File: config.mk
export PLATFORM = sky130hd
export DESIGN_NAME = bitclk_source
export DESIGN_NICKNAME = d
export VERILOG_FILES = /design/src/rtl/bitclk_source_pkg.sv /design/src/rtl/bitclk_source_dp.sv /design/src/rtl/bitclk_source_ctrl.sv /design/src/rtl/bitclk_source.sv
export SDC_FILE = /design/constraint.sdc
export NUM_CORES = 1
export LEC_CHECK = 0
export BUFFER_PORTS_ARGS = -buffer_cell sky130_fd_sc_hd__buf_4
export CORE_ASPECT_RATIO = 0.6
export CORE_MARGIN = 1.5
export CORE_UTILIZATION = 59
export DETAILED_ROUTE_END_ITERATION = 7
export PLACE_DENSITY = 0.84
export RECOVER_POWER = 25
export SYNTH_ARGS = -nofsm -noshare
export SYNTH_HDL_FRONTEND = slang
export SYNTH_HIERARCHICAL = 1
export SYNTH_SLANG_ARGS = --single-unit
File: constraint.sdc
create_clock -name clk -period 2.16 [get_ports clk]
set_input_delay 0.108 -clock clk [delete_from_list [all_inputs] [get_ports clk]]
set_output_delay 0.108 -clock clk [all_outputs]
set_load 0.03 [all_outputs]
File: src/rtl/bitclk_source_pkg.sv
`timescale 1ns/1ps
package bitclk_source_pkg;

  // Supported MCLK/LRCLK ratio classes
  typedef enum logic [1:0] {
    RT_LO  = 2'd0,
    RT_MID = 2'd1,
    RT_HI  = 2'd2
  } ratioE;

  // Edge events found by the datapath, consumed by the control
  typedef struct packed {
    logic sclkRise;
    logic sclkEdge;
    logic lrRise;
    logic lrEdge;
    logic perSat;
  } edgeT;

  // Control decisions handed back to the datapath
  typedef struct packed {
    logic  extNxt;
    logic  ratioOk;
    ratioE ratio;
  } ctrlT;

endpackage

File: src/rtl/bitclk_source_dp.sv
`timescale 1ns/1ps
module bitclk_source_dp
  import bitclk_source_pkg::*;
#(
  parameter int SYNC_STAGES = 2,
  parameter int CNT_W       = 10,
  parameter int RATIO_LO    = 256,
  parameter int RATIO_MID   = 384,
  parameter int RATIO_HI    = 512,
  parameter int SLOTS_SHORT = 16,
  parameter int SLOTS_LONG  = 32,
  parameter int SLOTS_MID   = 24
) (
  input  logic             clk,
  input  logic             rstN,
  input  logic             sclkIn,
  input  logic             lrclkIn,
  input  logic             wordSel,
  input  ctrlT             ctrl,
  output edgeT             edges,
  output logic [CNT_W-1:0] perLen,
  output logic             bitStrobe
);

  // Divisors: MCLK cycles per bit slot within one LRCLK half
  localparam int DIV_LO_S = RATIO_LO  / (2 * SLOTS_SHORT);
  localparam int DIV_LO_L = RATIO_LO  / (2 * SLOTS_LONG);
  localparam int DIV_MID  = RATIO_MID / (2 * SLOTS_MID);
  localparam int DIV_HI_S = RATIO_HI  / (2 * SLOTS_SHORT);
  localparam int DIV_HI_L = RATIO_HI  / (2 * SLOTS_LONG);
  localparam int DIV_W    = $clog2(RATIO_HI) + 1;
  localparam logic [CNT_W-1:0] CNT_MAX = '1;

  // Two-or-more flop synchronizers plus one history flop per input
  logic [SYNC_STAGES-1:0] sclkPipe, lrPipe;
  logic sclkPrev, lrPrev, sclkSync, lrSync;

  always_ff @(posedge clk or negedge rstN) begin
    if (!rstN) begin
      sclkPipe <= '0;
      lrPipe   <= '0;
      sclkPrev <= 1'b0;
      lrPrev   <= 1'b0;
    end else begin
      for (int s = SYNC_STAGES - 1; s > 0; s--) begin
        sclkPipe[s] <= sclkPipe[s-1];
        lrPipe[s]   <= lrPipe[s-1];
      end
      sclkPipe[0] <= sclkIn;
      lrPipe[0]   <= lrclkIn;
      sclkPrev    <= sclkSync;
      lrPrev      <= lrSync;
    end
  end

  assign sclkSync = sclkPipe[SYNC_STAGES-1];
  assign lrSync   = lrPipe[SYNC_STAGES-1];

  assign edges.sclkRise = sclkSync & ~sclkPrev;
  assign edges.sclkEdge = sclkSync ^ sclkPrev;
  assign edges.lrRise   = lrSync & ~lrPrev;
  assign edges.lrEdge   = lrSync ^ lrPrev;

  // Rise-to-rise period counter, saturating so a stopped LRCLK never aliases
  logic [CNT_W-1:0] perCnt;

  always_ff @(posedge clk or negedge rstN) begin
    if (!rstN)                perCnt <= '0;
    else if (edges.lrRise)    perCnt <= CNT_W'(1);
    else if (perCnt != CNT_MAX) perCnt <= perCnt + 1'b1;
  end

  assign perLen       = perCnt;
  assign edges.perSat = (perCnt == CNT_MAX);

  // Internal bit divider, re-phased on each LRCLK edge
  logic [DIV_W-1:0] divCnt, divLast;
  logic intTick;

  always_comb begin
    unique case (ctrl.ratio)
      RT_MID:  divLast = DIV_W'(DIV_MID - 1);
      RT_HI:   divLast = wordSel ? DIV_W'(DIV_HI_L - 1) : DIV_W'(DIV_HI_S - 1);
      default: divLast = wordSel ? DIV_W'(DIV_LO_L - 1) : DIV_W'(DIV_LO_S - 1);
    endcase
  end

  assign intTick = (divCnt >= divLast);

  always_ff @(posedge clk or negedge rstN) begin
    if (!rstN)                         divCnt <= '0;
    else if (edges.lrEdge || intTick)  divCnt <= '0;
    else                               divCnt <= divCnt + 1'b1;
  end

  // Source mux and output register
  always_ff @(posedge clk or negedge rstN) begin
    if (!rstN) bitStrobe <= 1'b0;
    else       bitStrobe <= ctrl.extNxt ? edges.sclkRise : (ctrl.ratioOk & intTick);
  end

endmodule

File: src/rtl/bitclk_source_ctrl.sv
`timescale 1ns/1ps
module bitclk_source_ctrl
  import bitclk_source_pkg::*;
#(
  parameter int CNT_W     = 10,
  parameter int RATIO_LO  = 256,
  parameter int RATIO_MID = 384,
  parameter int RATIO_HI  = 512
) (
  input  logic             clk,
  input  logic             rstN,
  input  edgeT             edges,
  input  logic [CNT_W-1:0] perLen,
  output ctrlT             ctrl,
  output logic             extMode,
  output logic             ratioValid
);

  logic  armed, sawSclk, extNxt, lenOk;
  ratioE ratio, ratioNxt;
  logic  unusedBits;

  assign unusedBits = ^{edges.sclkRise, edges.lrEdge};

  // Ratio classification of the period just closed
  always_comb begin
    lenOk    = 1'b1;
    ratioNxt = ratio;
    if (perLen == CNT_W'(RATIO_LO))       ratioNxt = RT_LO;
    else if (perLen == CNT_W'(RATIO_MID)) ratioNxt = RT_MID;
    else if (perLen == CNT_W'(RATIO_HI))  ratioNxt = RT_HI;
    else                                  lenOk = 1'b0;
  end

  // Source selection: any SCLK edge wins, a silent frame falls back
  always_comb begin
    if (edges.sclkEdge)                    extNxt = 1'b1;
    else if (edges.lrRise && !sawSclk)     extNxt = 1'b0;
    else                                   extNxt = extMode;
  end

  always_ff @(posedge clk or negedge rstN) begin
    if (!rstN) begin
      armed      <= 1'b0;
      sawSclk    <= 1'b0;
      extMode    <= 1'b0;
      ratioValid <= 1'b0;
      ratio      <= RT_LO;
    end else begin
      extMode <= extNxt;
      if (edges.lrRise)        sawSclk <= edges.sclkEdge;
      else if (edges.sclkEdge) sawSclk <= 1'b1;
      if (edges.lrRise) begin
        armed <= 1'b1;
        if (armed && lenOk) begin
          ratioValid <= 1'b1;
          ratio      <= ratioNxt;
        end else begin
          ratioValid <= 1'b0;
        end
      end else if (edges.perSat) begin
        ratioValid <= 1'b0;
      end
    end
  end

  assign ctrl.extNxt  = extNxt;
  assign ctrl.ratioOk = ratioValid;
  assign ctrl.ratio   = ratio;

endmodule

File: src/rtl/bitclk_source.sv
`timescale 1ns/1ps
module bitclk_source
  import bitclk_source_pkg::*;
#(
  parameter int SYNC_STAGES = 2,
  parameter int CNT_W       = 10,
  parameter int RATIO_LO    = 256,
  parameter int RATIO_MID   = 384,
  parameter int RATIO_HI    = 512,
  parameter int SLOTS_SHORT = 16,
  parameter int SLOTS_LONG  = 32,
  parameter int SLOTS_MID   = 24
) (
  input  logic clk,
  input  logic rstN,
  input  logic sclkIn,
  input  logic lrclkIn,
  input  logic wordSel,
  output logic bitStrobe,
  output logic extMode,
  output logic ratioValid
);

  edgeT             edges;
  ctrlT             ctrlBus;
  logic [CNT_W-1:0] perLen;

  bitclk_source_dp #(
    .SYNC_STAGES(SYNC_STAGES), .CNT_W(CNT_W),
    .RATIO_LO(RATIO_LO), .RATIO_MID(RATIO_MID), .RATIO_HI(RATIO_HI),
    .SLOTS_SHORT(SLOTS_SHORT), .SLOTS_LONG(SLOTS_LONG), .SLOTS_MID(SLOTS_MID)
  ) u_dp (
    .clk(clk), .rstN(rstN), .sclkIn(sclkIn), .lrclkIn(lrclkIn),
    .wordSel(wordSel), .ctrl(ctrlBus), .edges(edges), .perLen(perLen),
    .bitStrobe(bitStrobe)
  );

  bitclk_source_ctrl #(
    .CNT_W(CNT_W), .RATIO_LO(RATIO_LO), .RATIO_MID(RATIO_MID), .RATIO_HI(RATIO_HI)
  ) u_ctrl (
    .clk(clk), .rstN(rstN), .edges(edges), .perLen(perLen),
    .ctrl(ctrlBus), .extMode(extMode), .ratioValid(ratioValid)
  );

endmodule

======== Word level (Yosys, flattened, before mapping) ========
Cells that the tools add are included.
storage, ports and cells
  flip-flop bits (word level) ............. 33
  input bits .............................. 5
  output and inout port bits .............. 3
  logic and storage cells ................. 58
operators by class
  $add $sub $neg .......................... 2
  $lt $le $gt $ge ......................... 1
  equal/unequal tests ..................... 7
  multiplexer cells ....................... 20
  bitwise operators ....................... 7
  reductions and logical operators ........ 9
operator list
  kind                     count
  $mux W10                 3
  $add A10 B1 Y10 const B  2
  $eq A10 B10 Y1 const B   2
  $eq A10 B9 Y1 const B    2
  $pmux W10 S2             1
  $mux W1                  11
  $ge A10 B10 Y1           1
  $ne A10 B10 Y1 const B   1
  $mux W2                  3
  $reduce_bool A2 Y1       3
  $mux W4                  1
  $and A1 B1 Y1            3
  $mux W3                  1
  $reduce_and A3 Y1        1
  $reduce_bool A3 Y1       1
  $eq A2 B1 Y1 const B     1
  $eq A2 B2 Y1 const B     1
  $logic_and A1 B1 Y1      2
  $not A1 Y1               2
  $xor A1 B1 Y1            2
  $logic_not A1 Y1         1
  $logic_or A1 B1 Y1       1

======== Longest topological paths before layout ========
Gate-level depths: netlist (run 1).
  word-level depth ........................ 7
  depth in mapped cells ................... 8
  depth with buffers taken out ............ 7

======== Cells and area by module ========
The synthesis (run 1) kept the hierarchy.
modules (own cells, without submodules)
  module              times used  cells each  area each (µm²)  sequential area each (µm²)
  bitclk_source_dp    1           102         1188.6           675.6
  bitclk_source_ctrl  1           29          327.8            150.1

======== Worst setup path after synthesis (run 1) ========
OpenSTA, ideal clock, no wires.
  path type ............................... register -> register
  from .................................... register u_ctrl.ratio[1]
  to ...................................... register u_dp.divCnt[2]
  setup time .............................. 0.134 ns
  data arrival time ....................... 1.489 ns
  required time ........................... 2.026 ns
  path slack .............................. 0.537 ns
  cell stages (with the launch flop) ...... 7
  path buffers ............................ 0
  period minus slack after synthesis ...... 1.623 ns
  cells stage by stage .................... dfrtp_1 > ha_1 > and2_1 > ha_1 > a21oi_1 > o2111ai_1 > nor2_1
between the ends
  cells in the longest elaborated chain, start to end .. 5
  elaborated cells between the ends (all ways) .. 6
  classes of those cells .................. order compare (1); eq/ne (2); mux (2); reduce/logical (1)
ends and longest elaborated chain
  element                                       line                      RTL
  start: declaration                            bitclk_source_ctrl.sv:20  ratioE ratio, ratioNxt;
  start signal: assignment                      bitclk_source_ctrl.sv:57  ratio <= ratioNxt;
  $eq A2 B2 Y1 or $eq A2 B1 Y1 (tied branches)  bitclk_source_dp.sv:81    unique case (ctrl.ratio)
  $pmux W10 S2 (*)                              bitclk_source_dp.sv:81
  $ge A10 B10 Y1 (*)                            bitclk_source_dp.sv:88    assign intTick = (divCnt >= divLast);
  $logic_or A1 B1 Y1 (*)                        bitclk_source_dp.sv:92    else if (edges.lrEdge || intTick) divCnt <= '0;
  $mux W10 (*)                                  bitclk_source_dp.sv:92
  end signal: assignment                        bitclk_source_dp.sv:93    else divCnt <= divCnt + 1'b1;
  end: declaration                              bitclk_source_dp.sv:77    logic [DIV_W-1:0] divCnt, divLast;
Mark *: on every way between the ends. The rest lies on a longest branch, timed or not.
A chain may end at the register's enable or synchronous reset.

======== Worst setup path in the final report (run 1) ========
  from .................................... register u_ctrl.ratio[0]
  to ...................................... register u_dp.divCnt[4]
Same word-level chain as after synthesis.

==> run metrics, run 1 <==
final setup fails=0; Synth Warn #=6; critical path startpoint=u_ctrl/ratio[0]$_DFFE_PN0P_; Cell Chain, Critical Path=inv_1 -> ha_1 -> nand2b_1 -> ha_1 -> nor4_1 -> o2111ai_1 -> nor2_1; grt ovf=0; Post-Route WL=~2900 um; Mapped Area=~1500 um^2; core box area=2290 um^2; max-cap violations=0; syn avg cell area=between 10 and 15 um^2; highest clock rate=559 MHz; startpoint types=register; CTS tree=done; dpl cell area=1610 um^2; internal reg-to-reg setup slack=around 370 ps; initial drt markers=100; nets@finish=between 150 and 200; post-route worst setup slack=between 300 and 400 ps; worst rel slew slack=between 40% and 50%; actual slew at the worst max-slew pin=780 ps; WL per Instance=approximately 16 um; fraction of layout cells with a size suffix above 1=around 15%; Pre-Repair DR Iteration Count=4; Final ANT Viol Nets=0; pwr/cell area=~790 nW/um^2; Hold Path Class=register to register; Resized Gates After CTS=0; H-tree depth=2; largest net degree at the start of global routing=34; Via density=between 5 and 6; initial antenna violation count=0; FF-to-FF Start=u_ctrl/ratio[0]$_DFFE_PN0P_; worst reg2reg path depth=7; Root Driver=clkbuf_8; Reg clk slew, reported paths=60 ps; RD Place Congestion=0.899; Crit. End Element=register; first-pass GRT wire length=a little under 5000 um; post-DP HPWL=around 2100 um; via count=1074; CTS sink cnt=33; Layout Utilization=approximately three quarters; Worst EP arrival=approximately 2000 ps; maximum vdd drop=548 uV; Max clock buf depth=2; LEAKAGE=between 0.7 and 0.8 nW; Area Overhead vs Synth=13.3%; unrepaired setup endpoints after global routing=no; number of fill cells=approximately 170; Total GRT Usage=between 20% and 30%; Die Ht=about 42 um; CP max-delay cell=nor4_1; commonest non-fill, non-tap cells in the layout=dfrtp_1 (33), inv_1 (10), nor2_1 (10), ha_1 (7); reg2reg end=u_dp/divCnt[4]$_DFF_PN0_; Final Hold Fails=0; die area=2890 um^2; worst setup path class=register to register; most used cell, CP=ha_1; commonest non-fill, non-tap cell in the layout=dfrtp_1; antenna fix cells=0; vias in the first global route=between 1000 and 1500; Setup Skew=around 5.8 ps; minimum clock period=between 1500 and 2000 ps; Period Utilization, post-route=~83%; Ports=8; Pins Over Slew Limit=0; Residual DRC=0; slowest stage delay, CP=400 ps; post-synthesis instance total=130; die width=a little under 70 um; status=finished clean; clock latency on the worst-skew pair=280 ps; CTS buffer count=5; crit path to=u_dp/divCnt[4]$_DFF_PN0_; post-route cell area=1710 um^2; Sum Neg Setup Slack=0 ps; Worst Path Max Fanout=5; DP Worst Slack=404 ps; Req. time, crit path=2360 ps; initial core utilization=66.0%; row cnt=13; port bufs=7
## critical path, delay by kind of cell (launching register included)
family                     cells  cell delay (ps)
and+or+nand+nor                3              650
DFF                            1              380
adders and majority gates      2              320
AOI/OAI and AO/OA              1              300
buffers and inverters          1               60
## power breakdown
group          internal [W]  leakage, nW  switching (W)
sequential         0.000665        0.414      0.0000783
combinational     0.0000790        0.340      0.0000990
clock              0.000228       0.0395       0.000204
## flip-flops by register name, summed over array words and instances, names as in the netlist
name,cells
u_ctrl/ratio,2
u_dp/lrPipe,2
u_dp/lrPrev,1
u_dp/sclkPrev,1
u_dp/sclkPipe,2
u_ctrl/extMode,1
u_ctrl/sawSclk,1
u_dp/perLen,10
u_dp/divCnt,10
u_ctrl/ratioValid,1
u_ctrl/armed,1
u_dp/bitStrobe,1
## layer usage
layer | GRT usage (%) | routed length, um
met1 | 34.7 | 1460
met2 | 33.4 | 1260
met3 | 8.87 | 173
met4 | 10.4 | 50
met5 | 0 | 0
## through the flow
step                      total power (W)  hold slack (ps)  instances
after floorplan                  0.000856             -188        134
after global placement           0.000909             60.9        169
after detailed placement         0.000920             63.9        169
after CTS                         0.00136              317        180
after global routing              0.00142              371        180
final                             0.00135              360        180
## final cells by class
| type | count | area, um^2 | area share [%] |
|---|---|---|---|
| inverters | 10 | 37.5 | 2.19 |
| clock buffers | 8 | 80.1 | 4.67 |
| repair buffers | 11 | 87.6 | 5.11 |
| multi-input cells | 88 | 646 | 37.7 |
| flip-flops and latches | 33 | 826 | 48.2 |
| well taps | 30 | 37.5 | 2.19 |
## worst min-delay path by stage
stage / cells past startpoint / slack, ps / end / from
floorplan: 0 / -190 / u_ctrl/armed$_DFFE_PN0P_ / rstN
global placement: 1 / 60 / u_dp/divCnt[9]$_DFF_PN0_ / rstN
detailed placement: 1 / 60 / u_dp/divCnt[5]$_DFF_PN0_ / rstN
CTS: 2 / 320 / u_ctrl/ratio[1]$_DFFE_PN0P_ / rstN
global route: 0 / 370 / u_dp/lrPipe[1]$_DFF_PN0_ / u_dp/lrPipe[0]$_DFF_PN0_
finish: 0 / 360 / u_dp/lrPipe[1]$_DFF_PN0_ / u_dp/lrPipe[0]$_DFF_PN0_
## repair_timing
| action | CTS | global route |
|---|---|---|
| hold endpoints to repair | 35 | 0 |
| buffers inserted | 0 | 0 |
| hold buffers | 3 | 0 |
Power figures use the tool's default switching activity.
==> run 2, diff against run 1 <==
clock period = 1.65 ns   (was 2.16 ns; I/O delays follow)
==> run metrics, run 2 (synthesis results as in run 1) <==
initial drt markers=122 (+22%); pwr/cell area=1080 nW/um^2 (+37%); vias in the first global route=1063 (+0.47%); Post-Route WL=3320 um (+13%); WHS Endpoint=u_dp/lrPipe[1]$_DFF_PN0_; Hold Path Class=register to register; worst rel slew slack=47.9% (about the same); Final ANT Viol Nets=0 (unchanged); Period Utilization, post-route=103% (+20 points); Sum Neg Setup Slack=-52.0 ps (-52.0 ps); maximum vdd drop=662 uV (+21%); Die Ht=42.2 um (unchanged); WL per Instance=18.0 um (+9.8%); final std cells w/o fill=185 (+2.8%); first-pass GRT wire length=4930 um (+0.14%); grt ovf=0 (unchanged); fraction of layout cells with a size suffix above 1=23.9% (+9.2 points); Setup Skew=5.27 ps (-0.525 ps); actual slew at the worst max-slew pin=781 ps (+0.273 ps); Final Hold Fails=0 (unchanged); commonest non-fill, non-tap cells in the layout=dfrtp_1 (33), buf_4 (10), nor2_1 (10), inv_1 (9), clkbuf_8 (6); LEAKAGE=0.843 nW (+6.4%); register area=826 um^2 (unchanged); Residual DRC=0 (unchanged); Via density=6.25 (+4.8%); Crit. End Element=register; worst reg2reg path depth=6 (-1); final setup fails=1 (+1); placed insts=174 (+3.0%); reg2reg end=u_dp/bitStrobe$_DFF_PN0_; H-tree depth=2 (unchanged); Ports=8 (unchanged); worst setup path class=register to register; core box area=2290 um^2 (unchanged); CTS sink cnt=33 (unchanged); Worst EP arrival=1870 ps (-120 ps); Pre-Repair DR Iteration Count=5 (+1); Max clock buf depth=2 (unchanged); Worst Path Max Fanout=2 (-3); die width=68.4 um (unchanged); Hold Crit Depth=0 (unchanged); die area=2890 um^2 (unchanged); Req. time, crit path=1820 ps (-540 ps); status=finished, violations left; initial core utilization=66.0% (unchanged); internal reg-to-reg setup slack=-50 ps (-420 ps); via count=1157 (+7.7%); Root Driver=clkbuf_8; RD Place Congestion=0.928 (+3.3%); area of the multi-input gates=719 um^2 (+11%); max-cap violations=0 (unchanged); total power=0.00202 W (+49%); min-delay src=u_dp/lrPipe[0]$_DFF_PN0_; unrepaired setup endpoints after global routing=yes; CTS tree=done; initial antenna violation count=0 (unchanged); startpoint types=register; port bufs=7 (unchanged); Total GRT Usage=24.6% (+0.23 points); clock latency on the worst-skew pair=290 ps (about the same); commonest non-fill, non-tap cell in the layout=dfrtp_1; minimum clock period=1700 ps (-85.6 ps); Reg clk slew, reported paths=60 ps (about the same); CTS buffer count=5 (unchanged); row cnt=13 (unchanged); Area Overhead vs Synth=23.1%; FF-to-FF Start=u_ctrl/ratio[1]$_DFFE_PN0P_; highest clock rate=588 MHz (+5.0%); post-route worst setup slack=-52.0 ps (-424 ps); largest net degree at the start of global routing=34 (unchanged); nets@finish=166 (+3.1%); post-DP HPWL=2100 um (+0.17%); failing checks=negative setup slack; antenna fix cells=0 (unchanged); Pins Over Slew Limit=0 (unchanged); number of fill cells=127 (-23%)
-- run 2: cell count changes in the layout (fill, tap and decap cells not counted), sizes merged --
cell,change
buf,+5
bufinv,+1
clkbuf,-1
-- run 2: per-stage QoR --
step	util, %	area, um^2	worst slack (ps)	hold WS [ps]
after floorplan	-	1530	27.1	-213
after global placement	71.7	1640	-46.7	36.6
after detailed placement	71.7	1640	-166	41.4
after CTS	78.8	1810	-59.0	279
after global routing	81.2	1860	-96.6	361
final	81.2	1860	-52.0	354
-- run 2: layer usage --
| metal | wire length, um | vias up | global-route usage (%) |
|---|---|---|---|
| li1 | - | 520 | - |
| met1 | 1460 | 553 | 36.3 |
| met2 | 1470 | 64 | 32.0 |
| met3 | 300 | 20 | 8.87 |
| met4 | 94 | 0 | 11.2 |
| met5 | 0 | - | 0 |
-- run 2: area by class of cell --
type | instances | share of cell area (%)
clock buffer | 7 | 4.64
clock inverter | 1 | 1.61
inverter | 10 | 2.02
multi-input combinational | 88 | 38.6
sequential | 33 | 44.4
tap | 30 | 2.02
timing repair buffer | 16 | 6.72
-- run 2: repair_timing --
action,4_1_cts,5_1_grt
endpoints found under the setup margin,6,7
gates cloned,0,0
hold buffers,3,0
setup buffers,0,0
pin swaps,3,8
hold endpoints to repair,35,0
gates resized for setup,3,8
-- run 2: worst max path at each step --
stage                           startpoint                        to  slack (ps)  cells past startpoint
2_1_floorplan  u_ctrl/ratio[1]$_DFFE_PN0P_  u_dp/divCnt[2]$_DFF_PN0_          30                      6
3_3_place_gp   u_ctrl/ratio[0]$_DFFE_PN0P_  u_dp/divCnt[1]$_DFF_PN0_         -50                      7
3_5_place_dp   u_ctrl/ratio[0]$_DFFE_PN0P_  u_dp/divCnt[3]$_DFF_PN0_        -170                      7
4_1_cts        u_ctrl/ratio[0]$_DFFE_PN0P_  u_dp/bitStrobe$_DFF_PN0_         -60                      7
5_1_grt        u_ctrl/ratio[1]$_DFFE_PN0P_  u_dp/bitStrobe$_DFF_PN0_        -100                      6
6_report       u_ctrl/ratio[1]$_DFFE_PN0P_  u_dp/bitStrobe$_DFF_PN0_         -50                      6
-- run 2: power breakdown --
part | switching (W) | internal [W] | total (W)
logic | 0.000160 | 0.000132 | 0.000291
clock network | 0.000281 | 0.000492 | 0.000773
registers | 0.0000847 | 0.000870 | 0.000955
total | 0.000526 | 0.00149 | 0.00202
-- run 2: worst max-delay path, stage by stage (launching register included) --
cell	delay (ps)
dfrtp_1	420
ha_4	250
and2_4	140
ha_4	240
a21oi_4	180
o211ai_1	130
a22o_1	220
